File: src/rtl/gpio_ovr_pkg.sv
package gpio_ovr_pkg;
  localparam int unsigned ADDR_W = 2;
  localparam int unsigned NREG   = 3;
  typedef enum logic [ADDR_W-1:0] {
    REG_DATA = 2'd0,
    REG_DIR  = 2'd1,
    REG_DRV  = 2'd2
  } reg_sel_e;
endpackage

File: src/rtl/gpio_ovr_regs.sv
module gpio_ovr_regs
  import gpio_ovr_pkg::*;
#(
  parameter int unsigned N = 8
) (
  input  logic              clk_i,
  input  logic              rst_ni,
  input  logic              wr_en_i,
  input  logic [ADDR_W-1:0] addr_i,
  input  logic [N-1:0]      wdata_i,
  output logic [N-1:0]      data_o,
  output logic [N-1:0]      dir_o,
  output logic [N-1:0]      drv_o
);
  logic [N-1:0] reg_q [NREG];

  for (genvar k = 0; k < NREG; k++) begin : g_reg
    logic hit;
    assign hit = wr_en_i && (addr_i == ADDR_W'(k));
    always_ff @(posedge clk_i or negedge rst_ni) begin
      if (!rst_ni)  reg_q[k] <= '0;
      else if (hit) reg_q[k] <= wdata_i;
    end
  end

  assign data_o = reg_q[REG_DATA];
  assign dir_o  = reg_q[REG_DIR];
  assign drv_o  = reg_q[REG_DRV];

  // direction bits only move on a direction write (never from an override)
  p_dir_hold_r5: assert property (@(posedge clk_i) disable iff (!rst_ni)
    !(wr_en_i && addr_i == REG_DIR) |=> $stable(dir_o));

  p_dir_write_r2: assert property (@(posedge clk_i) disable iff (!rst_ni)
    (wr_en_i && addr_i == REG_DIR) |=> (dir_o == $past(wdata_i)));
endmodule

File: src/rtl/gpio_ovr_sync.sv
module gpio_ovr_sync #(
  parameter int unsigned N      = 8,
  parameter int unsigned STAGES = 2
) (
  input  logic         clk_i,
  input  logic         rst_ni,
  input  logic [N-1:0] pin_i,
  output logic [N-1:0] pin_o
);
  localparam int unsigned CNT_W = $clog2(STAGES + 1);

  logic [N-1:0] stg_q [STAGES];

  for (genvar s = 0; s < STAGES; s++) begin : g_stg
    logic [N-1:0] d;
    if (s == 0) begin : g_first
      assign d = pin_i;
    end else begin : g_next
      assign d = stg_q[s-1];
    end
    always_ff @(posedge clk_i or negedge rst_ni) begin
      if (!rst_ni) stg_q[s] <= '0;
      else         stg_q[s] <= d;
    end
  end

  assign pin_o = stg_q[STAGES-1];

  // edges since reset, saturating, for the latency check
  logic [CNT_W-1:0] age_q;
  always_ff @(posedge clk_i or negedge rst_ni) begin
    if (!rst_ni)                    age_q <= '0;
    else if (age_q != CNT_W'(STAGES)) age_q <= age_q + 1'b1;
  end

  if (STAGES == 2) begin : g_chk
    p_sync_lat_r8: assert property (@(posedge clk_i) disable iff (!rst_ni)
      (age_q == CNT_W'(STAGES)) |-> (pin_o == $past(pin_i, 2)));
  end
endmodule

File: src/rtl/gpio_ovr_dir.sv
module gpio_ovr_dir #(
  parameter int unsigned N = 8
) (
  input  logic         clk_i,
  input  logic         rst_ni,
  input  logic [N-1:0] dir_i,
  input  logic [N-1:0] drv_i,
  input  logic [N-1:0] ovr_en_i,
  input  logic [N-1:0] ovr_dir_i,
  output logic [N-1:0] oe_o,
  output logic [N-1:0] rdrv_o
);
  for (genvar i = 0; i < N; i++) begin : g_pin
    assign oe_o[i]   = ovr_en_i[i] ? ovr_dir_i[i] : dir_i[i];
    assign rdrv_o[i] = drv_i[i] & oe_o[i];
  end

  // reduced drive never asserted on an input pin
  p_rdrv_gate_r9: assert property (@(posedge clk_i) disable iff (!rst_ni)
    (rdrv_o & ~oe_o) == '0);
endmodule

File: src/rtl/gpio_ovr_port.sv
module gpio_ovr_port
  import gpio_ovr_pkg::*;
#(
  parameter int unsigned N = 8
) (
  input  logic              clk_i,
  input  logic              rst_ni,
  input  logic              wr_en_i,
  input  logic [ADDR_W-1:0] addr_i,
  input  logic [N-1:0]      wdata_i,
  output logic [N-1:0]      rdata_o,
  input  logic [N-1:0]      pin_i,
  input  logic [N-1:0]      ovr_en_i,
  input  logic [N-1:0]      ovr_dir_i,
  output logic [N-1:0]      oe_o,
  output logic [N-1:0]      out_o,
  output logic [N-1:0]      rdrv_o
);
  logic [N-1:0] data_q, dir_q, drv_q, pin_s;

  gpio_ovr_regs #(.N(N)) u_regs (
    .clk_i, .rst_ni, .wr_en_i, .addr_i, .wdata_i,
    .data_o(data_q), .dir_o(dir_q), .drv_o(drv_q)
  );

  gpio_ovr_sync #(.N(N), .STAGES(2)) u_sync (
    .clk_i, .rst_ni, .pin_i, .pin_o(pin_s)
  );

  gpio_ovr_dir #(.N(N)) u_dir (
    .clk_i, .rst_ni, .dir_i(dir_q), .drv_i(drv_q),
    .ovr_en_i, .ovr_dir_i, .oe_o, .rdrv_o
  );

  assign out_o = data_q;

  always_comb begin
    unique case (addr_i)
      REG_DATA: rdata_o = (oe_o & data_q) | (~oe_o & pin_s);
      REG_DIR:  rdata_o = dir_q;
      REG_DRV:  rdata_o = drv_q;
      default:  rdata_o = '0;
    endcase
  end

  // with no override anywhere, the pad direction is the stored register
  p_release_r5: assert property (@(posedge clk_i) disable iff (!rst_ni)
    (ovr_en_i == '0) |-> (oe_o == dir_q));

  p_rd_out_r7: assert property (@(posedge clk_i) disable iff (!rst_ni)
    (addr_i == REG_DATA) |-> ((rdata_o & oe_o) == (out_o & oe_o)));

  p_rd_in_r7: assert property (@(posedge clk_i) disable iff (!rst_ni)
    (addr_i == REG_DATA) |-> ((rdata_o & ~oe_o) == (pin_s & ~oe_o)));
endmodule

File: config.mk
export PLATFORM = sky130hd
export DESIGN_NAME = gpio_ovr_port
export DESIGN_NICKNAME = d
export VERILOG_FILES = /design/src/rtl/gpio_ovr_pkg.sv /design/src/rtl/gpio_ovr_regs.sv /design/src/rtl/gpio_ovr_sync.sv /design/src/rtl/gpio_ovr_dir.sv /design/src/rtl/gpio_ovr_port.sv
export SDC_FILE = /design/constraint.sdc
export NUM_CORES = 1
export LEC_CHECK = 0
export ABC_AREA = 0
export BUFFER_PORTS_ARGS = -buffer_cell sky130_fd_sc_hd__buf_2
export CAP_MARGIN = 30
export CORE_ASPECT_RATIO = 0.7
export CORE_MARGIN = 5
export CORE_UTILIZATION = 43
export DETAILED_ROUTE_END_ITERATION = 6
export PLACE_DENSITY = 0.85
export SETUP_SLACK_MARGIN = 0.5
export SYNTH_ARGS = -nofsm -noshare
export SYNTH_HDL_FRONTEND = slang
export SYNTH_HIERARCHICAL = 1
export SYNTH_SLANG_ARGS = --single-unit
File: constraint.sdc
create_clock -name clk_i -period 1.3 [get_ports clk_i]
set_clock_uncertainty 0.05 [all_clocks]
set_input_delay 0.13 -clock clk_i [delete_from_list [all_inputs] [get_ports clk_i]]
set_output_delay 0.13 -clock clk_i [all_outputs]
set_load 0.02 [all_outputs]
; ---- After elaboration in Yosys (flattened, before gate mapping)
; Index checks and enable logic that the tools add are counted.
[word_totals]
in_bits = 37
mem_bits_ro = 0
latchBits = 0
out_inout_bits = 32
memories = 0
word_cells = 32
ramBits = 0
ff_bits = 40
[classes]
shifts = 0
reduce_logical = 4
mul = 0
bitwise_logic = 12
addsub = 0
order_cmp = 0
mux = 9
eq_ne = 2
div_mod_pow = 0
[op_table]
columns = operator, count
row1 = $pmux W8 S3, 1
row2 = $and A8 B8 Y8, 2
row3 = $and A1 B1 Y1, 8
row4 = $mux W1, 8
row5 = $not A8 Y8, 1
row6 = $or A8 B8 Y8, 1
row7 = $logic_and A1 B1 Y1, 3
row8 = $eq A2 B1 Y1 const B, 1
row9 = $eq A2 B2 Y1 const B, 1
row10 = $logic_not A2 Y1, 1

; ---- Depth between registers and ports, before layout
; Gate-level depths: netlist of run 1.
[logic_depth]
ltp_word = 5
ltp_mapped = 3

; ---- Modules after synthesis
; The synthesis of run 1 kept the hierarchy.
[by_module_without_submodules]
columns = module, cells_per_inst, area_per_inst_um2, n_inst
row1 = gpio_ovr_regs, 51, 912.1, 1
row2 = gpio_ovr_sync, 16, 400.4, 1
row3 = gpio_ovr_port, 27, 271.5, 1
row4 = gpio_ovr_dir, 16, 190.2, 1

; ---- Worst setup path after synthesis of run 1
; OpenSTA, ideal clock, no wires.
[synth_path]
path_kind = register to output
start = register u_regs.reg_q (netlist bit u_regs/dir_o[0])
end = output rdata_o[0]
required_ns = 1.120
t_arrival_ns = 1.347
path_stages_with_launch = 4
slack_ns = -0.227
path_cell_list = dfrtp_1 mux2_4 mux2_2 a221o_1
[synth_between]
elab_chain_len = 5
[synth_rtl]
columns = element, line
row1 = "start, declared", gpio_ovr_regs.sv:15  ; logic [N-1:0] reg_q [NREG];
row2 = "start signal, assigned by index", gpio_ovr_regs.sv:22  ; else if (hit) reg_q[k] <= wdata_i;
row3 = $mux W1 *, gpio_ovr_dir.sv:14  ; assign oe_o[i] = ovr_en_i[i] ? ovr_dir_i[i] : dir_i[i];
row4 = named net oe_o[0], gpio_ovr_port.sv:15  ; output logic [N-1:0] oe_o,
row5 = $not A8 Y8, gpio_ovr_port.sv:39  ; REG_DATA: rdata_o = (oe_o & data_q) | (~oe_o & pin_s);
row6 = $and A8 B8 Y8, gpio_ovr_port.sv:39
row7 = $or A8 B8 Y8 *, gpio_ovr_port.sv:39
row8 = $pmux W8 S3 *, gpio_ovr_port.sv:38  ; unique case (addr_i)
row9 = "end, declared", gpio_ovr_port.sv:11  ; output logic [N-1:0] rdata_o,
; Mark *: on every way through the listed nets, which the timed path passes. The rest lies on a longest branch.

; ---- Worst setup path after layout of run 1
[layout_path]
start = register u_regs.reg_q (netlist bit u_regs/dir_o[2])
end = output rdata_o[2]
[layout_between]
elab_chain_len = 5
[layout_rtl]
columns = element, line
row1 = $mux W1, gpio_ovr_dir.sv:14
row2 = $not A8 Y8, gpio_ovr_port.sv:39
row3 = $and A8 B8 Y8, gpio_ovr_port.sv:39
row4 = $or A8 B8 Y8, gpio_ovr_port.sv:39
row5 = $pmux W8 S3 *, gpio_ovr_port.sv:38
; Every way passes the cells marked *; elsewhere a longest branch is shown, timed or not.

==> results of run 1 <==
[final timing paths]
kind                                                 from                           to  slack [ns]  cells after the start
max                           u_regs/dir_o[2]$_DFFE_PN0P_                   rdata_o[2]       -0.63                      4
min                                                rst_ni  u_regs/dir_o[6]$_DFFE_PN0P_       -0.32                      1
max reg2reg                   u_regs/dir_o[6]$_DFFE_PN0P_  u_regs/dir_o[6]$_DFFE_PN0P_        0.18                      4
min reg2reg                u_sync/g_stg[1].d[0]$_DFF_PN0_    u_sync/pin_o[0]$_DFF_PN0_        0.30                      0
max in group asynchronous                          rst_ni  u_regs/dir_o[5]$_DFFE_PN0P_        1.07                      2
min in group clk_i                             wdata_i[4]  u_regs/drv_o[4]$_DFFE_PN0P_        0.04                      2
[timing repair]
| action | in CTS | in global routing |
|---|---|---|
| setup buffers | 6 | 10 |
| setup endpoints to repair | 56 | 56 |
| hold endpoints to repair | 25 | 14 |
| gates resized for setup | 111 | 8 |
| pin swaps | 1 | 0 |
[layer usage]
layer	vias to the layer above	part of all wire [%]	global-route usage, %
met5	-	0	0
met4	0	2.1	8.56
met3	8	6.5	5.65
met2	55	50	30.2
met1	717	41	22.2
li1	654	-	-
[Yosys cell counts]
cell type / n
a221o_1: 8
nor2_1: 1
mux2_4: 8
nand3b_2: 2
buf_6: 1
nor2b_1: 1
dfrtp_1: 40
nor3b_4: 1
and2_4: 8
mux2_2: 32
and3b_2: 8
[sequential cells by signal, summed over array words and instances (netlist names)]
register / cells
u_sync/pin_o: 8
u_regs/data_o: 8
u_regs/drv_o: 8
u_regs/dir_o: 8
u_sync/g_stg.d: 8
[report_power, final]
part	internal, mW	total, mW	leakage (nW)	switching [mW]
clock network	0.433	0.861	0.0455	0.428
registers	1.41	1.54	0.470	0.127
logic	1.09	1.71	1.07	0.627
[cells by family (layout without fill, tap and decap cells)]
kind of cell	Yosys count	after routing	share of synthesized area (%)
multiplexers	40	40	27.1
flip-flops	40	40	56.4
AND/OR/NAND/NOR	21	21	11.4
AO/OA/AOI/OAI	8	8	4.51
buffers and inverters	1	124	0.635
[area by class of cell]
| type | instances | area share, % |
|---|---|---|
| timing repair buffer | 116 | 34.8 |
| sequential | 40 | 32.3 |
| multi-input combinational | 69 | 27.9 |
| clock buffer | 8 | 2.90 |
| tap | 52 | 2.10 |
[stage by stage]
stage	setup TNS [ns]	setup slack (ns)	area, µm²	cells	utilization, %
floorplan	-1.61	-0.201	1820	110	-
global placement	-1.94	-0.277	2410	253	61.0
detailed placement	-2.08	-0.280	2410	253	61.0
CTS	-7.30	-0.619	3000	275	76.0
global route	-8.52	-0.665	3100	285	78.6
finish	-7.55	-0.633	3100	285	78.6
[worst register-to-register path, delay by kind of cell, from the launching register on]
| family | cells | cell delay, ns |
|---|---|---|
| flops | 1 | 0.39 |
| mux | 1 | 0.24 |
| buf+inv | 3 | 0.32 |
==> impl_results.md, run 1 <==
* Status: finished, violations left
* Failing checks: negative hold slack, negative setup slack
* Hpwl dp at roughly 3200 µm
* Final net count at between 200 and 300
* Total Die Area at roughly 5500 µm²
* CTS tree: built
* Max Transition Viols Final at 0
* Initial Util at about 45%
* Die Width at between 80 and 90 µm
* Cell Chain, Critical Path: mux2_4, mux2_2, a221o_1, buf_6
* TritonCTS Buffers at 5
* Crit start category: register
* Register area at 1000 µm²
* Clock Latency Late Sink at 0.30 ns
* Final setup margin at -0.633 ns
* Final setup fails at 23
* First-pass GRT wire length at between 7000 and 8000 µm
* Filler cells at approximately 270
* Max stage delay on crit path at around 0.41 ns
* Port Buf Inserts at 68
* Antenna Cells at 0
* CP max FO at 3
* Most frequent cells in the layout: buf_6, dfrtp_1, buf_2
* Syn. warnings at 6
* I/O Pins at between 60 and 70
* P_leak at between 1.5 and 2 nW
* Synth area leaders: dfrtp_1, mux2_2, mux2_4
* Mapped Avg Cell Area at 16.1 µm²
* CTS sink cnt at 40
* Layout cells sized above 1 at between 70% and 80%
* Post-Route WL at 5120 µm
* Syn Std Cell Area at around 1800 µm²
* Row count at 19
* Hold Buf Count CTS at 8
* Max stage delay cell, worst path: dfrtp_1
* Clock slew at reported path FFs at around 0.070 ns
* Hold Fails Final Rpt at 40
* Multi-input logic area at approximately 870 µm²
* Pwr per Cell Area at 1330 nW/µm²
* WL per Instance at roughly 18 µm
* Fin crit share at 149%
* Synth cell types at 11
* Vias in the first global route at 1575
* Worst slew pin tran at 0.802 ns
* Sequential area share after synthesis at between 50% and 60%
* Overall Power at between 4 and 5 mW
* Area grow syn2layout at 74.9%
* # H-tree levels at 2
* Leading area contributor after synthesis: dfrtp_1
* Fin Hold WS at -0.321 ns
* GRT Total Usage at between 10% and 20%
* Drt first pass iters at 4
* Routability congestion estimate at 0.738
* DRC Markers at 0
* Initial antenna violation count at 0
* Synth Net Count at ~150
* Peak supply drop at about 1000 µV
* Crit path time final at 1.93 ns
* Die H at ~64 µm
* Worst Path Arrival at between 1.5 and 2 ns
* RSZ-0062 raised after global routing: yes
* Worst EP required at roughly 1.1 ns
* Maxcap violations at 0
* Crit Path Class: reg2out
* Synth top area share at between 50% and 60%
* Slew margin rel. at about 46%
* Grt ovf at 0
* Commonest non-fill, non-tap cell in the layout: buf_6
* Syn Inst Count at 110
* Vias/cell at between 5 and 6
* Crit path capture type: primary output
* 1st-iter DRT viols at 22
* Largest net degree at the start of global routing at 27
* Hold WC Path Type: in2async
* Antenna Nets Post-Route at 0
* Yosys reg bits at 40
* Via Count at 1434
* Max Root-Sink Buffers at 2
* Fmax achieved at ~0.52 GHz
* Core area at roughly 3900 µm²
* CP top delay family: multiplexers
* CTS Root Cell: clkbuf_8
* CP bufs+invs at 1
(Power assumes the default switching activity.)
==> run 2, diff against run 1 <==
CORE_ASPECT_RATIO = 1.2   (was 0.7)
==> run 2 against run 1 <==
  * The flow finishes with violations (negative setup slack)
  * First-iteration DRC count increased by 100%
  * Flip-flop and latch count stayed put
  * Sequential share of layout area down 0.52 points
  * Clock-buffer cell count down 1
  * Via count grew 4.6%
  * Register-to-register slack worse by 0.04 ns
  * Final area increased by 1.7%
  * Largest power group unchanged
==> impl_results.md, run 2 (synthesis results as in run 1) <==
* R2R depth at 4 (unchanged)
* Most frequent cells in the layout: buf_6, dfrtp_1, buf_2
* Initial Util at 44.7% (-0.30 points)
* Met3 Use GR at 6.99% (+1.3 points)
* Total Die Area at 5520 µm² (-0.27%)
* Fin crit share at 150% (+1.0 points)
* Pwr per Cell Area at 1320 nW/µm² (-0.32%)
* P_leak at 1.61 nW (+1.5%)
* Hold Path Origin: wdata_i[5]
* Crit path time final at 1.95 ns (+0.0134 ns)
* # H-tree levels at 2 (unchanged)
* Layout cells sized above 1 at 74.7% (+0.43 points)
* Die Width at 68.6 µm (-21%)
* Post-Layout Cell Count at 291 (+2.1%)
* First-pass GRT wire length at 8500 µm (+11%)
* CTS Root Cell: clkbuf_8
* Final setup margin at -0.647 ns (-0.0134 ns)
* Largest net degree at the start of global routing at 21 (-22%)
* Filler cells at 218 (-18%)
* CP max FO at 3 (unchanged)
* Grt ovf at 0 (unchanged)
* Hold WC Path Type: in2reg
* Critical R2R Capture: u_regs/dir_o[0]$_DFFE_PN0P_
* Core Util, Final at 79.4% (+0.77 points)
* Clock network fraction of design power at 21.2% (+0.3 points)
* Crit start category: register
* Fmax achieved at 0.514 GHz (-0.69%)
* RSZ-0062 raised after global routing: yes
* Clock Latency Late Sink at 0.29 ns (about the same)
* Hold Fails Final Rpt at 0 (-100%)
* Port Buf Inserts at 68 (unchanged)
* WL per Instance at 20.9 µm (+16%)
* Max Transition Viols Final at 0 (unchanged)
* Routability congestion estimate at 0.754 (+2.2%)
* Die H at 80.4 µm (+26%)
* Hold Path End: u_regs/data_o[5]$_DFFE_PN0P_
* Failing checks: negative setup slack
* 1st-iter DRT viols at 44 (+100%)
* Register share of total power at 37.0% (-0.4 points)
* Worst slew pin tran at 0.797 ns (-0.00436 ns)
* Initial antenna violation count at 0 (unchanged)
* Crit Path Class: reg2out
* GRT Total Usage at 22.0% (+3.6 points)
* Combinational Power Share at 41.8% (about the same)
* Core area at 3970 µm² (+0.67%)
* Drt first pass iters at 4 (unchanged)
* Antenna Cells at 0 (unchanged)
* Status: finished, violations left
* Final setup fails at 24 (+4.3%)
* Placed insts at 258 (+2.0%)
* R2r startpoint: u_regs/dir_o[0]$_DFFE_PN0P_
* CTS sink cnt at 40 (unchanged)
* Register area at 1000 µm² (unchanged)
* Crit path capture type: primary output
* FF-to-FF setup slack at 0.14 ns (-0.04 ns)
* Place WS at -0.273 ns (+0.00695 ns)
* Met2 Resource Use GR at 38.6% (+8.4 points)
* Most used routing layer: met2
* Post-Route WL at 6090 µm (+19%)
* Clock slew at reported path FFs at 0.08 ns (about the same)
* CTS tree: built
* Overall Power at 4.17 mW (+1.3%)
* Cells on Worst Hold Path at 2
* DRC Markers at 0 (unchanged)
* Row count at 25 (+6)
* Antenna Nets Post-Route at 0 (unchanged)
* TritonCTS Buffers at 5 (unchanged)
* Area grow syn2layout at 77.8%
* Multi-input logic area at 866 µm² (unchanged)
* Internal Power at 2.92 mW (-0.32%)
* Vias/cell at 5.15 (+2.4%)
* Grt met1 use at 23.6% (+1.5 points)
* Final net count at 273 (+1.5%)
* Commonest non-fill, non-tap cell in the layout: buf_6
* Vias in the first global route at 1657 (+5.2%)
* Maxcap violations at 0 (unchanged)
* Worst EP required at 1.12 ns (about the same)
* Switching share of power at 29.9% (+1.2 points)
* Peak supply drop at 881 µV (-15%)
* Hpwl dp at 3320 µm (+5.4%)
* Slew margin rel. at 46.7% (+0.20 points)
* I/O Pins at 69 (unchanged)
* Worst Path Arrival at 1.77 ns (+0.02 ns)
* Max Root-Sink Buffers at 2 (unchanged)
* Via Count at 1500 (+4.6%)
* P_sw at 1.25 mW (+5.4%)
==> run 2: changes by cell type in the layout (fill, tap and decap cells not counted), sizes merged <==
cell	previous run	this run
clkinvlp	0	1
buf	108	110
dlygate4sd3	8	9
==> run 2: repair_timing <==
| action | in CTS | in global routing |
|---|---|---|
| cloned | 0 | 1 |
| setup endpoints to repair | 56 | 56 |
| buffers inserted | 4 | 11 |
| hold buffers | 9 | 0 |
| gates resized for setup | 107 | 14 |
| pin swaps | 1 | 1 |
| hold endpoints to repair | 48 | 0 |
==> run 2: how the worst max path moves through the flow <==
stage,from,to,depth (start not counted)
after floorplan,u_regs/dir_o[0]$_DFFE_PN0P_,rdata_o[0],3
after global placement,u_regs/dir_o[4]$_DFFE_PN0P_,rdata_o[4],4
after detailed placement,u_regs/dir_o[6]$_DFFE_PN0P_,rdata_o[6],4
after CTS,u_regs/dir_o[6]$_DFFE_PN0P_,rdata_o[6],4
after global routing,u_regs/dir_o[0]$_DFFE_PN0P_,rdata_o[0],4
final,u_regs/dir_o[6]$_DFFE_PN0P_,rdata_o[6],4
==> run 2: through the flow <==
stage	hold WS, ns	TNS, ns	cell area [µm²]
6_report	0.0495	-8.11	3150
5_1_grt	0.0535	-8.91	3150
4_1_cts	0.0418	-7.11	2990
3_5_place_dp	0.0711	-1.94	2420
3_3_place_gp	0.0661	-1.81	2420
2_1_floorplan	-0.216	-1.61	1820
==> run 2: worst max-delay path, cell delays in order (launching register included) <==
cell and delay (ns):
dfrtp_1 0.40, mux2_4 0.28, mux2_2 0.30, a221o_1 0.34, buf_6 0.15
==> run 2: layout make-up <==
type	count	share of cell area (%)
repair buffers	120	35.7
flip-flops and latches	40	31.7
multi-input cells	69	27.4
clock buffers	7	2.74
well taps	54	2.14
clock inverters	1	0.238
==> run 2: per-layer routing <==
layer / wire length, µm / share of wire [%]
met1: 2230 / 37
met2: 3220 / 53
met3: 425 / 7.0
met4: 205 / 3.4
met5: 0 / 0
==> run 2: power groups by stage <==
stage	clock network (mW)	registers, mW	logic [mW]
after floorplan	0	1.58	0.597
after global placement	0	1.53	1.12
after detailed placement	0	1.53	1.15
after CTS	0.879	1.53	1.57
after global routing	0.938	1.56	1.83
final	0.882	1.54	1.74
==> run 3, diff against run 2 <==
GPL_TIMING_DRIVEN = 1   (was not set)
PLACE_DENSITY = 0.74   (was 0.85)
==> run 3 against run 2 <==
  * Clock power fell by 2.8%
  * Flip-flop and latch count stayed put
  * The run ends with negative hold slack, negative setup slack left
  * First-iteration DRC count rose by 55%
  * Utilization unchanged
  * Sequential share of layout area did not move
  * Register-to-register slack lost 0.04 ns
  * Total power grew 1.3%
  * Maximum frequency is 0.62% lower
  * Clock-buffer cell count up 1
  * Final area unchanged
  * Critical path depth unchanged
  * Final cell count increased by 0.34%
==> impl_results.md, run 3 (synthesis results as in run 1) <==
* Die Width at 68.6 µm (unchanged)
* Vias/cell at 5.26 (+2.0%)
* Met2 WL at 3520 µm (+9.2%)
* Total Die Area at 5520 µm² (unchanged)
* Routability congestion estimate at 0.774 (+2.6%)
* Switching share of power at 29.8% (-0.085 points)
* Initial Util at 44.7% (unchanged)
* Clock network fraction of design power at 20.3% (-0.9 points)
* TritonCTS Buffers at 5 (unchanged)
* Row count at 25 (unchanged)
* 1st-iter DRT viols at 68 (+55%)
* Hold WC Path Type: in2async
* Max Transition Viols Final at 0 (unchanged)
* Met3 routed WL at 218 µm (-49%)
* Uppermost layer routed: met4
* Via Count at 1536 (+2.4%)
* Fmax achieved at 0.510 GHz (-0.62%)
* Layout cells sized above 1 at 74.7% (unchanged)
* CP max FO at 2 (-1)
* I/O Pins at 69 (unchanged)
* Max Root-Sink Buffers at 2 (unchanged)
* First-pass GRT wire length at 8960 µm (+5.4%)
* Register share of total power at 36.8% (-0.2 points)
* Grt ovf at 0 (unchanged)
* Initial antenna violation count at 1 (+1)
* P_sw at 1.26 mW (+1.0%)
* Area grow syn2layout at 77.8% (unchanged)
* Commonest non-fill, non-tap cell in the layout: buf_6
* CTS tree: built
* Crit start category: register
* Core area at 3970 µm² (unchanged)
* P_leak at 1.61 nW (+0.24%)
* Internal Power at 2.97 mW (+1.5%)
* Hold Fails Final Rpt at 40 (+40)
* Final setup margin at -0.659 ns (-0.0122 ns)
* Most frequent cells in the layout: buf_6, dfrtp_1, buf_2
* Overall Power at 4.22 mW (+1.3%)
* Worst Path Arrival at 1.78 ns (about the same)
* Largest net degree at the start of global routing at 41 (+95%)
* Crit path capture type: primary output
* Final setup fails at 24 (unchanged)
* TNS Setup at -8.06 ns (+0.0537 ns)
* Failing checks: negative hold slack, negative setup slack
* Worst slew pin tran at 0.863 ns (+0.0661 ns)
* Worst EP required at 1.12 ns (about the same)
* Vias in the first global route at 1722 (+3.9%)
* Clock Latency Late Sink at 0.29 ns (about the same)
* Maxcap violations at 0 (unchanged)
* Antenna Nets Post-Route at 0 (unchanged)
* Crit Path Class: reg2out
* Port Buf Inserts at 68 (unchanged)
* Combinational Power Share at 42.9% (+1.1 points)
* Fin crit share at 151% (+0.94 points)
* CTS Root Cell: clkbuf_8
* Placed insts at 257 (-0.39%)
* Post-Layout Cell Count at 292 (+0.34%)
* Hpwl dp at 3460 µm (+4.1%)
* DRC Markers at 0 (unchanged)
* Die H at 80.4 µm (unchanged)
* Status: finished, violations left
* CTS sink cnt at 40 (unchanged)
* Fin Hold WS at -0.161 ns (-0.211 ns)
* GRT Total Usage at 22.7% (+0.72 points)
* Peak supply drop at 1090 µV (+24%)
* Met1 wire length at 2370 µm (+6.2%)
* RSZ-0062 raised after global routing: yes
* Crit path time final at 1.96 ns (+0.0122 ns)
* Pwr per Cell Area at 1340 nW/µm² (+1.3%)
* WL per Instance at 21.7 µm (+3.6%)
* # H-tree levels at 2 (unchanged)
* Drt first pass iters at 4 (unchanged)
* Hold Buf Count CTS at 8 (-1)
* Clock slew at reported path FFs at 0.08 ns (about the same)
* Final net count at 273 (unchanged)
* Slew margin rel. at 42.3% (-4.3 points)
* Post-Route WL at 6320 µm (+3.9%)
## run 3: layout make-up
type                    instances  area [µm²]
repair buffers                120        1120
flip-flops and latches         40        1000
multi-input cells              69         870
fillers                       238         818
clock buffers                   8        90.1
well taps                      54        67.6
diodes                          1        2.50
## run 3: timing repair
action,in CTS,in global routing
pin swaps,1,1
setup endpoints to repair,56,56
gates resized for setup,107,16
hold endpoints to repair,48,40
cloned,0,0
buffers inserted,10,8
## run 3: through the flow
stage	cell area, µm²	setup WS, ns	hold WS, ns	utilization [%]
global placement	2430	-0.259	0.155	61.1
global route	3150	-0.696	-0.112	79.4
CTS	3030	-0.588	-0.143	76.3
finish	3150	-0.659	-0.161	79.4
floorplan	1820	-0.201	-0.216	-
detailed placement	2430	-0.283	0.174	61.1
## run 3: routing by layer
| metal | vias up | GRT usage [%] |
|---|---|---|
| met5 | - | 0 |
| met4 | 0 | 5.96 |
| met3 | 14 | 4.20 |
| met2 | 53 | 42.1 |
| met1 | 806 | 25.6 |
| li1 | 663 | - |
## run 3: critical path, stage by stage (launching register included)
cell and delay (ns):
dfrtp_1 0.43, mux2_4 0.30, mux2_2 0.28, a221o_1 0.33, buf_6 0.15
## run 3: worst paths after layout
path,from,endpoint,slack [ns],cells after the start
worst max-delay path,u_regs/dir_o[0]$_DFFE_PN0P_,rdata_o[0],-0.66,4
worst min-delay path,rst_ni,u_regs/dir_o[6]$_DFFE_PN0P_,-0.16,2
worst max register to register,u_regs/dir_o[0]$_DFFE_PN0P_,u_regs/dir_o[0]$_DFFE_PN0P_,0.10,4
worst min register to register,u_sync/g_stg[1].d[3]$_DFF_PN0_,u_sync/pin_o[3]$_DFF_PN0_,0.30,0
max in group asynchronous,rst_ni,u_sync/pin_o[0]$_DFF_PN0_,1.00,2
min in group clk_i,wdata_i[7],u_regs/dir_o[7]$_DFFE_PN0P_,0.06,2
## run 3: power groups by stage
stage	sequential [mW]	clock, mW	combinational, mW
after floorplan	1.58	0	0.597
after global placement	1.53	0	1.11
after detailed placement	1.54	0	1.15
after CTS	1.53	0.861	1.62
after global routing	1.57	0.937	1.89
final	1.55	0.857	1.81
